$ cat src/rtl/intc_pkg.sv
package intc_pkg;
   typedef enum logic [2:0] {
      PS_IDLE,
      PS_BASE,
      PS_CASC,
      PS_MODE,
      PS_RUN
   } intc_state_e;

   localparam logic [2:0] CMD_EOI_ANY  = 3'b001;
   localparam logic [2:0] CMD_EOI_SPEC = 3'b011;
endpackage

$ cat src/rtl/intc_cfg.sv
module intc_cfg
   import intc_pkg::*;
#(
   parameter int N_IN = 8,
   parameter int IDW  = $clog2(N_IN)
) (
   input  logic            clk,
   input  logic            rst_n,
   input  logic            we,
   input  logic            sel,
   input  logic [7:0]      wdata,
   output logic            ready,
   output logic            init_go,
   output logic            eoi_any,
   output logic            eoi_spec,
   output logic [IDW-1:0]  eoi_lvl,
   output logic [7-IDW:0]  base,
   output logic            aeoi,
   output logic            rd_isr,
   output logic [N_IN-1:0] mask
);
   intc_state_e state;
   logic        single_q;
   logic        need_mode_q;
   logic        cmd_wr;

   assign ready   = (state == PS_RUN);
   assign init_go = we && !sel && wdata[4];
   assign cmd_wr  = ready && we && !sel && !wdata[4];
   assign eoi_any  = cmd_wr && !wdata[3] && (wdata[7:5] == CMD_EOI_ANY);
   assign eoi_spec = cmd_wr && !wdata[3] && (wdata[7:5] == CMD_EOI_SPEC);
   assign eoi_lvl  = wdata[IDW-1:0];

   always_ff @(posedge clk or negedge rst_n) begin
      if (!rst_n) begin
         state       <= PS_IDLE;
         single_q    <= 1'b0;
         need_mode_q <= 1'b0;
         base        <= '0;
         aeoi        <= 1'b0;
         rd_isr      <= 1'b0;
         mask        <= '1;
      end else if (init_go) begin
         state       <= PS_BASE;
         single_q    <= wdata[1];
         need_mode_q <= wdata[0];
         aeoi        <= 1'b0;
         rd_isr      <= 1'b0;
      end else if (we && sel) begin
         unique case (state)
            PS_BASE: begin
               base <= wdata[7:IDW];
               if (!single_q)       state <= PS_CASC;
               else if (need_mode_q) state <= PS_MODE;
               else                  state <= PS_RUN;
            end
            PS_CASC: state <= need_mode_q ? PS_MODE : PS_RUN;
            PS_MODE: begin
               aeoi  <= wdata[1];
               state <= PS_RUN;
            end
            PS_RUN:  mask <= wdata[N_IN-1:0];
            default: state <= state;
         endcase
      end else if (cmd_wr && wdata[3] && wdata[1]) begin
         rd_isr <= wdata[0];
      end
   end
endmodule

$ cat src/rtl/intc_irr.sv
module intc_irr #(
   parameter int N_IN = 8
) (
   input  logic            clk,
   input  logic            rst_n,
   input  logic [N_IN-1:0] irq_in,
   input  logic            clr_all,
   input  logic [N_IN-1:0] take,
   output logic [N_IN-1:0] irr
);
   logic [N_IN-1:0] line_q;

   always_ff @(posedge clk or negedge rst_n) begin
      if (!rst_n) begin
         line_q <= '0;
         irr    <= '0;
      end else begin
         line_q <= irq_in;
         if (clr_all) irr <= '0;
         else         irr <= (irr | (irq_in & ~line_q)) & irq_in & ~take;
      end
   end
endmodule

$ cat src/rtl/intc_arb.sv
module intc_arb #(
   parameter int N_IN = 8,
   parameter int IDW  = $clog2(N_IN)
) (
   input  logic [N_IN-1:0] irr,
   input  logic [N_IN-1:0] mask,
   input  logic [N_IN-1:0] isr,
   output logic            req_ok,
   output logic [IDW-1:0]  req_idx,
   output logic            isr_ok,
   output logic [IDW-1:0]  isr_idx
);
   logic [N_IN-1:0] open_upto;
   logic [N_IN-1:0] qual;

   for (genvar i = 0; i < N_IN; i++) begin : g_open
      assign open_upto[i] = ~|isr[i:0];
   end

   assign qual = irr & ~mask & open_upto;

   always_comb begin
      req_ok  = |qual;
      isr_ok  = |isr;
      req_idx = '0;
      isr_idx = '0;
      for (int i = N_IN - 1; i >= 0; i--) begin
         if (qual[i]) req_idx = IDW'(i);
         if (isr[i])  isr_idx = IDW'(i);
      end
   end
endmodule

$ cat src/rtl/prio_intc.sv
module prio_intc
   import intc_pkg::*;
#(
   parameter int N_IN = 8,
   localparam int IDW = $clog2(N_IN)
) (
   input  logic            clk,
   input  logic            rst_n,
   input  logic            reg_we,
   input  logic            reg_sel,
   input  logic [7:0]      wdata,
   output logic [7:0]      rdata,
   input  logic [N_IN-1:0] irq_in,
   input  logic            inta,
   output logic            int_out,
   output logic [7:0]      vector_out
);
   if (!(N_IN == 2 || N_IN == 4 || N_IN == 8)) begin : g_bad_n
      $error("prio_intc: N_IN must be 2, 4 or 8");
   end

   logic            ready, init_go, eoi_any, eoi_spec, aeoi, rd_isr;
   logic [IDW-1:0]  eoi_lvl, req_idx, isr_idx;
   logic [7-IDW:0]  base;
   logic [N_IN-1:0] mask, irr, isr, take, isr_set, eoi_clr;
   logic            req_ok, isr_ok, ack_hit;

   intc_cfg #(.N_IN(N_IN), .IDW(IDW)) u_cfg (
      .clk(clk), .rst_n(rst_n), .we(reg_we), .sel(reg_sel), .wdata(wdata),
      .ready(ready), .init_go(init_go), .eoi_any(eoi_any), .eoi_spec(eoi_spec),
      .eoi_lvl(eoi_lvl), .base(base), .aeoi(aeoi), .rd_isr(rd_isr), .mask(mask)
   );

   intc_irr #(.N_IN(N_IN)) u_irr (
      .clk(clk), .rst_n(rst_n), .irq_in(irq_in), .clr_all(init_go),
      .take(take), .irr(irr)
   );

   intc_arb #(.N_IN(N_IN), .IDW(IDW)) u_arb (
      .irr(irr), .mask(mask), .isr(isr), .req_ok(req_ok), .req_idx(req_idx),
      .isr_ok(isr_ok), .isr_idx(isr_idx)
   );

   assign int_out = ready && req_ok;
   assign ack_hit = inta && int_out;
   assign take    = ack_hit ? (N_IN'(1) << req_idx) : '0;
   assign isr_set = aeoi ? '0 : take;

   always_comb begin
      eoi_clr = '0;
      if (eoi_spec)              eoi_clr = N_IN'(1) << eoi_lvl;
      else if (eoi_any && isr_ok) eoi_clr = N_IN'(1) << isr_idx;
   end

   always_ff @(posedge clk or negedge rst_n) begin
      if (!rst_n) begin
         isr        <= '0;
         vector_out <= '0;
      end else begin
         if (init_go) isr <= '0;
         else         isr <= (isr | isr_set) & ~eoi_clr;
         if (inta && ready)
            vector_out <= {base, ack_hit ? req_idx : IDW'(N_IN - 1)};
      end
   end

   always_comb begin
      rdata = '0;
      if (reg_sel)     rdata[N_IN-1:0] = mask;
      else if (rd_isr) rdata[N_IN-1:0] = isr;
      else             rdata[N_IN-1:0] = irr;
   end
endmodule

$ cat config.mk
export PLATFORM = sky130hd
export DESIGN_NAME = prio_intc
export DESIGN_NICKNAME = d
export VERILOG_FILES = /design/src/rtl/intc_pkg.sv /design/src/rtl/intc_cfg.sv /design/src/rtl/intc_irr.sv /design/src/rtl/intc_arb.sv /design/src/rtl/prio_intc.sv
export SDC_FILE = /design/constraint.sdc
export NUM_CORES = 1
export LEC_CHECK = 0
export ABC_AREA = 1
export ABC_CLOCK_PERIOD_IN_PS = 3700
export BUFFER_PORTS_ARGS = -buffer_cell sky130_fd_sc_hd__buf_4
export CELL_PAD_IN_SITES_DETAIL_PLACEMENT = 2
export CELL_PAD_IN_SITES_GLOBAL_PLACEMENT = 2
export CORE_MARGIN = 4
export CORE_UTILIZATION = 36
export DETAILED_ROUTE_END_ITERATION = 12
export GPL_TIMING_DRIVEN = 0
export PLACE_DENSITY_LB_ADDON = 0.15
export SLEW_MARGIN = 20
export SYNTH_ARGS = -nofsm -noshare
export SYNTH_HDL_FRONTEND = slang
export SYNTH_SLANG_ARGS = --single-unit
export TNS_END_PERCENT = 5
$ cat constraint.sdc
create_clock -name clk -period 3.7 [get_ports clk]
set_input_delay 0.37 -clock clk [delete_from_list [all_inputs] [get_ports clk]]
set_output_delay 0.37 -clock clk [all_outputs]
set_load 0.01 [all_outputs]
==> results of run 1 <==
-- sequential cells by signal (all words and copies together), names as in the netlist --
name	cells
isr	8
u_cfg.mask	8
u_cfg.need_mode_q	1
u_irr.line_q	8
u_cfg.aeoi	1
vector_out	8
u_irr.irr	8
u_cfg.base	5
u_cfg.single_q	1
u_cfg.state	3
u_cfg.rd_isr	1
-- cell usage after synthesis --
| cell | number | area, sq um |
|---|---|---|
| a2bb2oi_1 | 2 | 17.5 |
| nand3_1 | 17 | 85.1 |
| o21bai_1 | 1 | 7.51 |
| buf_2 | 1 | 5.00 |
| nand2_4 | 3 | 33.8 |
| nand3_2 | 1 | 10.0 |
| inv_1 | 51 | 191 |
| o2111ai_1 | 2 | 17.5 |
| inv_2 | 3 | 11.3 |
| nor2_8 | 1 | 20.0 |
| buf_1 | 1 | 3.75 |
| o211ai_1 | 8 | 60.1 |
| nand2_2 | 3 | 18.8 |
| nor4_1 | 1 | 6.26 |
| dfstp_2 | 8 | 210 |
| clkbuf_1 | 4 | 15.0 |
| nand2_1 | 77 | 289 |
| o21ai_0 | 30 | 150 |
| a22oi_1 | 1 | 7.51 |
| nor3_2 | 1 | 10.0 |
| o32ai_1 | 1 | 8.76 |
| nand4_1 | 11 | 68.8 |
| nor2_1 | 25 | 93.8 |
| a21boi_0 | 2 | 15.0 |
| o31ai_1 | 1 | 7.51 |
| nor4_4 | 1 | 21.3 |
| a31oi_1 | 3 | 18.8 |
| a21oi_1 | 26 | 130 |
| nor3_1 | 4 | 20.0 |
| dfrtp_1 | 44 | 1100 |
| nor2_4 | 3 | 33.8 |
| o21ai_1 | 1 | 5.00 |
| nor2_2 | 3 | 18.8 |
-- path summary, 6_finish.rpt --
path                                                  end
worst max register to register           isr[6]$_DFF_PN0_
worst min-delay path            u_cfg.base[1]$_DFFE_PN0P_
worst max-delay path                              int_out
max in group asynchronous       vector_out[5]$_DFFE_PN0P_
worst min register to register  vector_out[6]$_DFFE_PN0P_
min in group clk                u_irr.line_q[0]$_DFF_PN0_
-- worst reg2reg max path: cells and delay by family, from the launching register on --
family | cells | cell delay, ns
buf+inv | 1 | 0.10
simple gates | 5 | 1.22
compound gates | 2 | 0.32
flops | 1 | 0.40
-- where the power goes --
| part | switching [mW] | internal, mW |
|---|---|---|
| sequential | 0.122 | 0.756 |
| clock | 0.206 | 0.239 |
| combinational | 0.685 | 0.345 |
| total | 1.01 | 1.34 |
-- routing by layer --
layer  part of all wire, %  GRT usage [%]
met1                    47           29.6
met2                    48           35.9
met3                   4.3           2.79
met4                  0.87           4.33
met5                     0              0
-- kinds of logic (layout without fill, tap and decap cells) --
group	Yosys count	after routing	share of synthesized area [%]
compound gates	78	78	16.4
buf+inv	60	105	8.35
simple gates	151	151	26.9
flops	52	52	48.3
-- cell type report --
cell class                      instances  area share, %
Tap cell                               99           3.82
Inverter                               54           6.25
Clock buffer                            7           2.97
Timing Repair Buffer                   37           8.57
Buffer                                  6          0.734
Clock inverter                          1          0.927
Sequential cell                        52           40.5
Multi-Input combinational cell        229           36.3
==> impl_metrics.tcl, run 1 <==
set metrics [dict create \
    antenna_cells 0 \
    layout.cells.most_common_list "nand2_1 (77), inv_1 (51), dfrtp_1 (44), buf_4 (37), o21ai_0 (30)" \
    post-place-cells 477 \
    chipHeight_um 94.8 \
    io_pins 38 \
    cts.htree.levels 2 \
    p_leak_nw 1.58 \
    arrival_ns 1.99 \
    layout.cells.non_filler 485 \
    final_hold_viol_count 0 \
    drtIter0Drc 136 \
    rsz0062_at_grt "false" \
    setup_viol 0 \
    cts-resized-gates 0 \
    relSlewSlack_pct 55.4 \
    final_area_sq_um 3240 \
    grt_usage_pct 21.4 \
    total_power_mw 2.35 \
    antenna_found_initial 0 \
    die_area_sq_um 8990 \
    r2r_cells 8 \
    syn_area_sq_um 2710 \
    fin_skew_ns 0.0129 \
    vias 2519 \
    clk_path_buf_depth 2 \
    drcViolationCount 0 \
    root_buffer "clkbuf_8" \
    synth.distinct_cells 33 \
    worstSetupEndpointType "output port" \
    layout_commonest_cell "nand2_1" \
    maxCapViolCount 0 \
    grt_pass1_wl_um 14600 \
    antenna_left 0 \
    r2r-start "u_cfg.state[0]$_DFFE_PN0P_" \
    crit_start "isr[5]$_DFF_PN0_" \
    layout.nets 406 \
    crit_required_ns 3.33 \
    cp.depth 10 \
    hpwl_um 6920 \
    fin_hold_ws_ns 0.0765 \
    syn_inst 341 \
    avgRoutedWirePerCell_um 18.2 \
    yosys_warnings 0 \
    grt_overflow 0 \
    cts_made_buffers 5 \
    rows 31 \
    clock_latency_ns 0.32 \
    setup_tns_ns 0 \
    via_per_inst 5.19 \
    setup_ws_ns 1.34 \
    finalCritPeriodShare_pct 63.7 \
    hold_class "in -> async" \
    clock_sinks 52 \
    cp_top_family "simple AND/OR/NAND/NOR gates" \
    slowest_delay_ns 0.45 \
    ys_ff_latch 52 \
    drive_above_1_share_pct 18.9 \
    worst-path-buf-inv 3 \
    path_clk_slew_ns 0.11 \
    setup.worst_path.class "reg -> out" \
    gp_congestion 0.784 \
    crit_chain "nor2_1, nand2_1, nor2_4, nand2_2, o21ai_1, inv_1, nand2_2, inv_1, a21oi_1, buf_4" \
    multi_input_area_sq_um 1170 \
    utilization_pct 44.4 \
    fin_crit_ns 2.36 \
    fp.dieW_um 94.8 \
    synth.avg_cell_area_sq_um 7.95 \
    fillers 893 \
    fmax_mhz 424 \
    start_kind "flop" \
    postCtsSetupBuffers 0 \
    drtPass1Iterations 4 \
    register_area_sq_um 1310 \
    status "finished, final reports clean" \
    grt_max_degree 53 \
    r2r_slack_ns 1.56 \
    slew_violations 0 \
    ctsHoldBuffers 0 \
    cts_tree "yes" \
    tightestPinTransition_ns 0.669 \
    crit_slowest_cell "dfrtp_1" \
    place_area_sq_um 3110 \
    syn_nets 362 \
    core_area_sq_um 7290 \
    worstPathMaxFanout 4 \
    area_growth_pct 19.5 \
    portBuffers 37 \
    place_ws_ns 1.52 \
    seq_area_frac_synth_pct 48.3 \
    wl_um 8820 \
    peakVddDrop_v 0.000248 \
    grt_pass1_vias 2794 \
    powerDensity_nw_per_um2 726 \
    initial_core_util_pct 37.2 \
]
No activity file was read; power rests on OpenSTA's default activity.
==> run 2, diff against run 1 <==
- ABC_CLOCK_PERIOD_IN_PS: 3700 -> 2400
- CORE_UTILIZATION: 36 -> 33
- clock period: 3.7 -> 2.4 ns (I/O delays scaled with it)
==> impl_metrics.tcl, run 2 (synthesis gave the netlist of run 1 again) <==
set metrics [dict create \
    status "finished, final reports clean" \
    powerDensity_nw_per_um2 1130 \
    cts.htree.levels 2 \
    total_power_mw 3.66 \
    cts_tree "yes" \
    initial_core_util_pct 34.6 \
    setup_tns_ns 0 \
    fin_hold_ws_ns 0.0391 \
    place_ws_ns 0.189 \
    met3WireLength_um 380 \
    portBuffers 37 \
    layout.nets 407 \
    fp.dieW_um 98.7 \
    met1_length_um 4040 \
    worstPathMaxFanout 7 \
    hold_class "in -> reg" \
    root_buffer "clkbuf_8" \
    hpwl_um 7130 \
    core_area_sq_um 7850 \
    drtIter0Drc 89 \
    finalCritPeriodShare_pct 91.1 \
    setup.worst_path.class "reg -> out" \
    clk_path_buf_depth 2 \
    via_per_inst 5.24 \
    rows 32 \
    layout.cells.most_common_list "nand2_1 (76), inv_1 (51), dfrtp_1 (44), buf_4 (37), o21ai_0 (30)" \
    routed.top_layer "met4" \
    antenna_cells 0 \
    utilization_pct 41.4 \
    antenna_found_initial 0 \
    chipHeight_um 98.7 \
    cts_made_buffers 5 \
    peakVddDrop_v 0.000435 \
    register_area_sq_um 1310 \
    grt_overflow 0 \
    vias 2564 \
    worstSetupEndpointType "output port" \
    layout_commonest_cell "nand2_1" \
    setup_viol 0 \
    start_kind "flop" \
    fin_skew_ns 0.0125 \
    wl_met2_um 4600 \
    p_leak_nw 1.59 \
    crit_required_ns 2.16 \
    drive_above_1_share_pct 19.4 \
    wl_um 9150 \
    avgRoutedWirePerCell_um 18.7 \
    multi_input_area_sq_um 1190 \
    clock_sinks 52 \
    final_hold_viol_count 0 \
    maxCapViolCount 0 \
    grt_pass1_wl_um 14500 \
    drcViolationCount 0 \
    io_pins 38 \
    clock_latency_ns 0.31 \
    antenna_left 0 \
    postCtsSetupBuffers 0 \
    tightestPinTransition_ns 0.698 \
    grt_max_degree 53 \
    arrival_ns 1.95 \
    drtPass1Iterations 4 \
    grt_usage_pct 19.0 \
    gp_congestion 0.846 \
    relSlewSlack_pct 53.5 \
    area_growth_pct 19.8 \
    grt_pass1_vias 2768 \
    fillers 932 \
    setup_ws_ns 0.213 \
    fin_crit_ns 2.19 \
    fmax_mhz 457 \
    slew_violations 0 \
    path_clk_slew_ns 0.10 \
    die_area_sq_um 9730 \
]
[run 2: per-layer routing]
layer / vias to the layer above / track usage (%)
met4: 0 / 4.20
met3: 11 / 2.83
met2: 49 / 33.1
met5: - / 0
met1: 1293 / 24.8
li1: 1211 / -
[run 2: critical path: stages (launching register included)]
cell and delay, ns:
dfrtp_1 0.50, nor2_4 0.19, nand2_4 0.10, nor2_4 0.18
nand2_2 0.07, o21ai_1 0.10, inv_1 0.07, nand2_2 0.08
inv_1 0.06, a21oi_1 0.14, buf_4 0.15
[run 2: power by group]
group          leakage (nW)  internal, mW  switching (mW)  total, mW
registers             0.643          1.17           0.187       1.35
logic                 0.888         0.537            1.14       1.68
clock network        0.0541         0.310           0.320      0.630
total                  1.59          2.01            1.65       3.66
[run 2: cell type report]
class	instances	area share, %
flip-flops and latches	52	40.3
multi-input cells	229	36.5
repair buffers	38	8.85
inverters	54	6.24
well taps	102	3.93
clock buffers	5	2.12
clock inverters	3	1.31
plain buffers	6	0.731
[run 2: metrics by stage]
stage	std cells	area (sq um)
finish	489	3250
CTS	489	3240
global route	489	3250
global placement	480	3120
detailed placement	480	3120
floorplan	341	2710
[run 2: timing repair]
item / in CTS / in global routing
hold buffers: 1 / 0
endpoints found under the setup margin: 0 / 5
hold endpoints to repair: 20 / 0
gates resized for setup: 0 / 3
[run 2: worst paths after layout]
kind / startpoint / end / slack, ns / cells after the start
setup / recovery: isr[0]$_DFF_PN0_ / int_out / 0.21 / 10
hold / removal: irq_in[2] / u_irr.line_q[2]$_DFF_PN0_ / 0.04 / 1
setup reg to reg: isr[0]$_DFF_PN0_ / isr[1]$_DFF_PN0_ / 0.24 / 11
hold reg to reg: u_cfg.base[0]$_DFFE_PN0P_ / vector_out[3]$_DFFE_PN0P_ / 0.48 / 2
max in group asynchronous: rst_n / u_irr.line_q[0]$_DFF_PN0_ / 1.42 / 2
min in group asynchronous: rst_n / vector_out[3]$_DFFE_PN0P_ / 0.50 / 2
==> run 3, diff against run 2 <==
- ABC_CLOCK_PERIOD_IN_PS: 2400 -> 2220
- clock period: 2.4 -> 2.22 ns (I/O delays scaled with it)
==> impl_metrics.tcl, run 3 (synthesis gave the netlist of run 1 again) <==
set metrics [dict create \
    powerDensity_nw_per_um2 1220 \
    tightestPinTransition_ns 0.701 \
    avgRoutedWirePerCell_um 18.7 \
    relSlewSlack_pct 53.3 \
    p_comb_share_pct 47.1 \
    p_leak_nw 1.62 \
    rsz0062_at_grt "true" \
    min_to "u_irr.line_q[2]$_DFF_PN0_" \
    peakVddDrop_v 0.000475 \
    grt_overflow 0 \
    worstReg2RegEnd "isr[5]$_DFF_PN0_" \
    fp.dieW_um 98.7 \
    core_area_sq_um 7850 \
    layout_commonest_cell "nand2_1" \
    hpwl_um 7130 \
    worstSetupEndpointType "output port" \
    cts.htree.levels 2 \
    grt_pass1_vias 2761 \
    root_buffer "clkbuf_8" \
    hold_class "in -> reg" \
    setup.worst_path.class "reg -> out" \
    antenna_cells 0 \
    io_pins 38 \
    maxCapViolCount 0 \
    utilization_pct 42.4 \
    initial_core_util_pct 34.6 \
    gp_congestion 0.846 \
    grt_pass1_wl_um 14500 \
    switchingPower_mw 1.83 \
    fin_skew_ns 0.0137 \
    post-place-cells 480 \
    die_area_sq_um 9730 \
    fin_crit_ns 2.11 \
    wl_um 9250 \
    crit_required_ns 2.00 \
    path_clk_slew_ns 0.10 \
    antenna_found_initial 0 \
    clock_latency_ns 0.31 \
    worstPathMaxFanout 10 \
    via_per_inst 5.29 \
    setup_viol 0 \
    r2r_slack_ns 0.19 \
    clk_path_buf_depth 2 \
    intPower_mw 2.24 \
    clock_sinks 52 \
    final_hold_viol_count 0 \
    drtPass1Iterations 4 \
    place_ws_ns 0.00900 \
    area_growth_pct 22.6 \
    swShare_pct 45.0 \
    status "finished, final reports clean" \
    setup_ws_ns 0.108 \
    drive_above_1_share_pct 21.7 \
    start_kind "flop" \
    chipHeight_um 98.7 \
    drcViolationCount 0 \
    p_seq_share_pct 36.0 \
    r2r_cells 13 \
    r2r-start "isr[5]$_DFF_PN0_" \
    drtIter0Drc 77 \
    p_clk_share_pct 16.9 \
    cts_made_buffers 5 \
    grt_usage_pct 19.0 \
    total_power_mw 4.07 \
    grt_max_degree 53 \
    finalCritPeriodShare_pct 95.1 \
    fillers 935 \
    antenna_left 0 \
    fmax_mhz 473 \
    slew_violations 0 \
    vias 2611 \
    min-delay-start "irq_in[2]" \
    layout.nets 412 \
    portBuffers 37 \
    layout.cells.most_common_list "nand2_1 (75), inv_1 (51), buf_4 (42), dfrtp_1 (42), o21ai_0 (30)" \
    arrival_ns 1.89 \
    hold_depth 1 \
    layout.cells.non_filler 494 \
    cts_tree "yes" \
    rows 32 \
]
## run 3: cell types whose count changed in the layout (fill, tap and decap cells not counted), sizes merged
| cell | delta |
|---|---|
| buf | +5 |
## run 3: routing by layer
| metal | vias to the layer above | track usage (%) | wire length (um) |
|---|---|---|---|
| met5 | - | 0 | 0 |
| met4 | 0 | 4.20 | 116 |
| met3 | 10 | 2.83 | 306 |
| met2 | 41 | 33.3 | 4660 |
| met1 | 1338 | 25.0 | 4160 |
| li1 | 1222 | - | - |
## run 3: worst max-delay path by stage
stage               slack [ns]                        from  depth (start not counted)                      to
floorplan                 0.62            isr[0]$_DFF_PN0_                         12  u_irr.irr[0]$_DFF_PN0_
global placement          0.05  u_cfg.state[0]$_DFFE_PN0P_                          8        isr[4]$_DFF_PN0_
detailed placement       0.009  u_cfg.state[0]$_DFFE_PN0P_                          8        isr[4]$_DFF_PN0_
CTS                      0.002            isr[5]$_DFF_PN0_                         10                 int_out
global route             -0.04            isr[5]$_DFF_PN0_                         10                 int_out
finish                    0.11    u_cfg.rd_isr$_DFFE_PN0P_                          5                rdata[3]
## run 3: stage by stage
stage	area [sq um]	TNS [ns]	hold WS, ns
2_1_floorplan	2710	0	-0.0736
3_3_place_gp	3120	0	0.304
3_5_place_dp	3120	0	0.315
4_1_cts	3250	0	0.0201
5_1_grt	3320	-0.0609	0.0132
6_report	3320	0	0.0186
## run 3: layout make-up
| type | instances | area [sq um] | area share, % |
|---|---|---|---|
| Sequential cell | 52 | 1310 | 39.5 |
| Multi-Input combinational cell | 229 | 1220 | 36.7 |
| Timing Repair Buffer | 43 | 325 | 9.79 |
| Inverter | 54 | 203 | 6.10 |
| Tap cell | 102 | 128 | 3.84 |
| Clock buffer | 5 | 68.8 | 2.07 |
| Clock inverter | 3 | 42.5 | 1.28 |
| Buffer | 6 | 23.8 | 0.715 |
## run 3: repair_timing
item                       CTS  global route
resized for setup            2            10
setup endpoints to repair    2            15
hold buffers                 1             0
buffers inserted             0             5
pin swaps                    0             4
cloned                       0             0
hold endpoints to repair    44             0
## run 3: power groups by stage
stage | logic [mW] | clock network, mW | registers, mW
finish | 1.92 | 0.685 | 1.46
detailed placement | 1.79 | 0 | 1.48
CTS | 1.83 | 0.688 | 1.46
floorplan | 1.14 | 0 | 1.44
global route | 2.12 | 0.740 | 1.50
global placement | 1.70 | 0 | 1.46
## run 3: critical path, cell delays in order, from the launching register on
cell and delay [ns]:
dfrtp_1 0.46, inv_1 0.15, clkbuf_1 0.41, a21oi_1 0.15, a21oi_1 0.24, buf_4 0.17
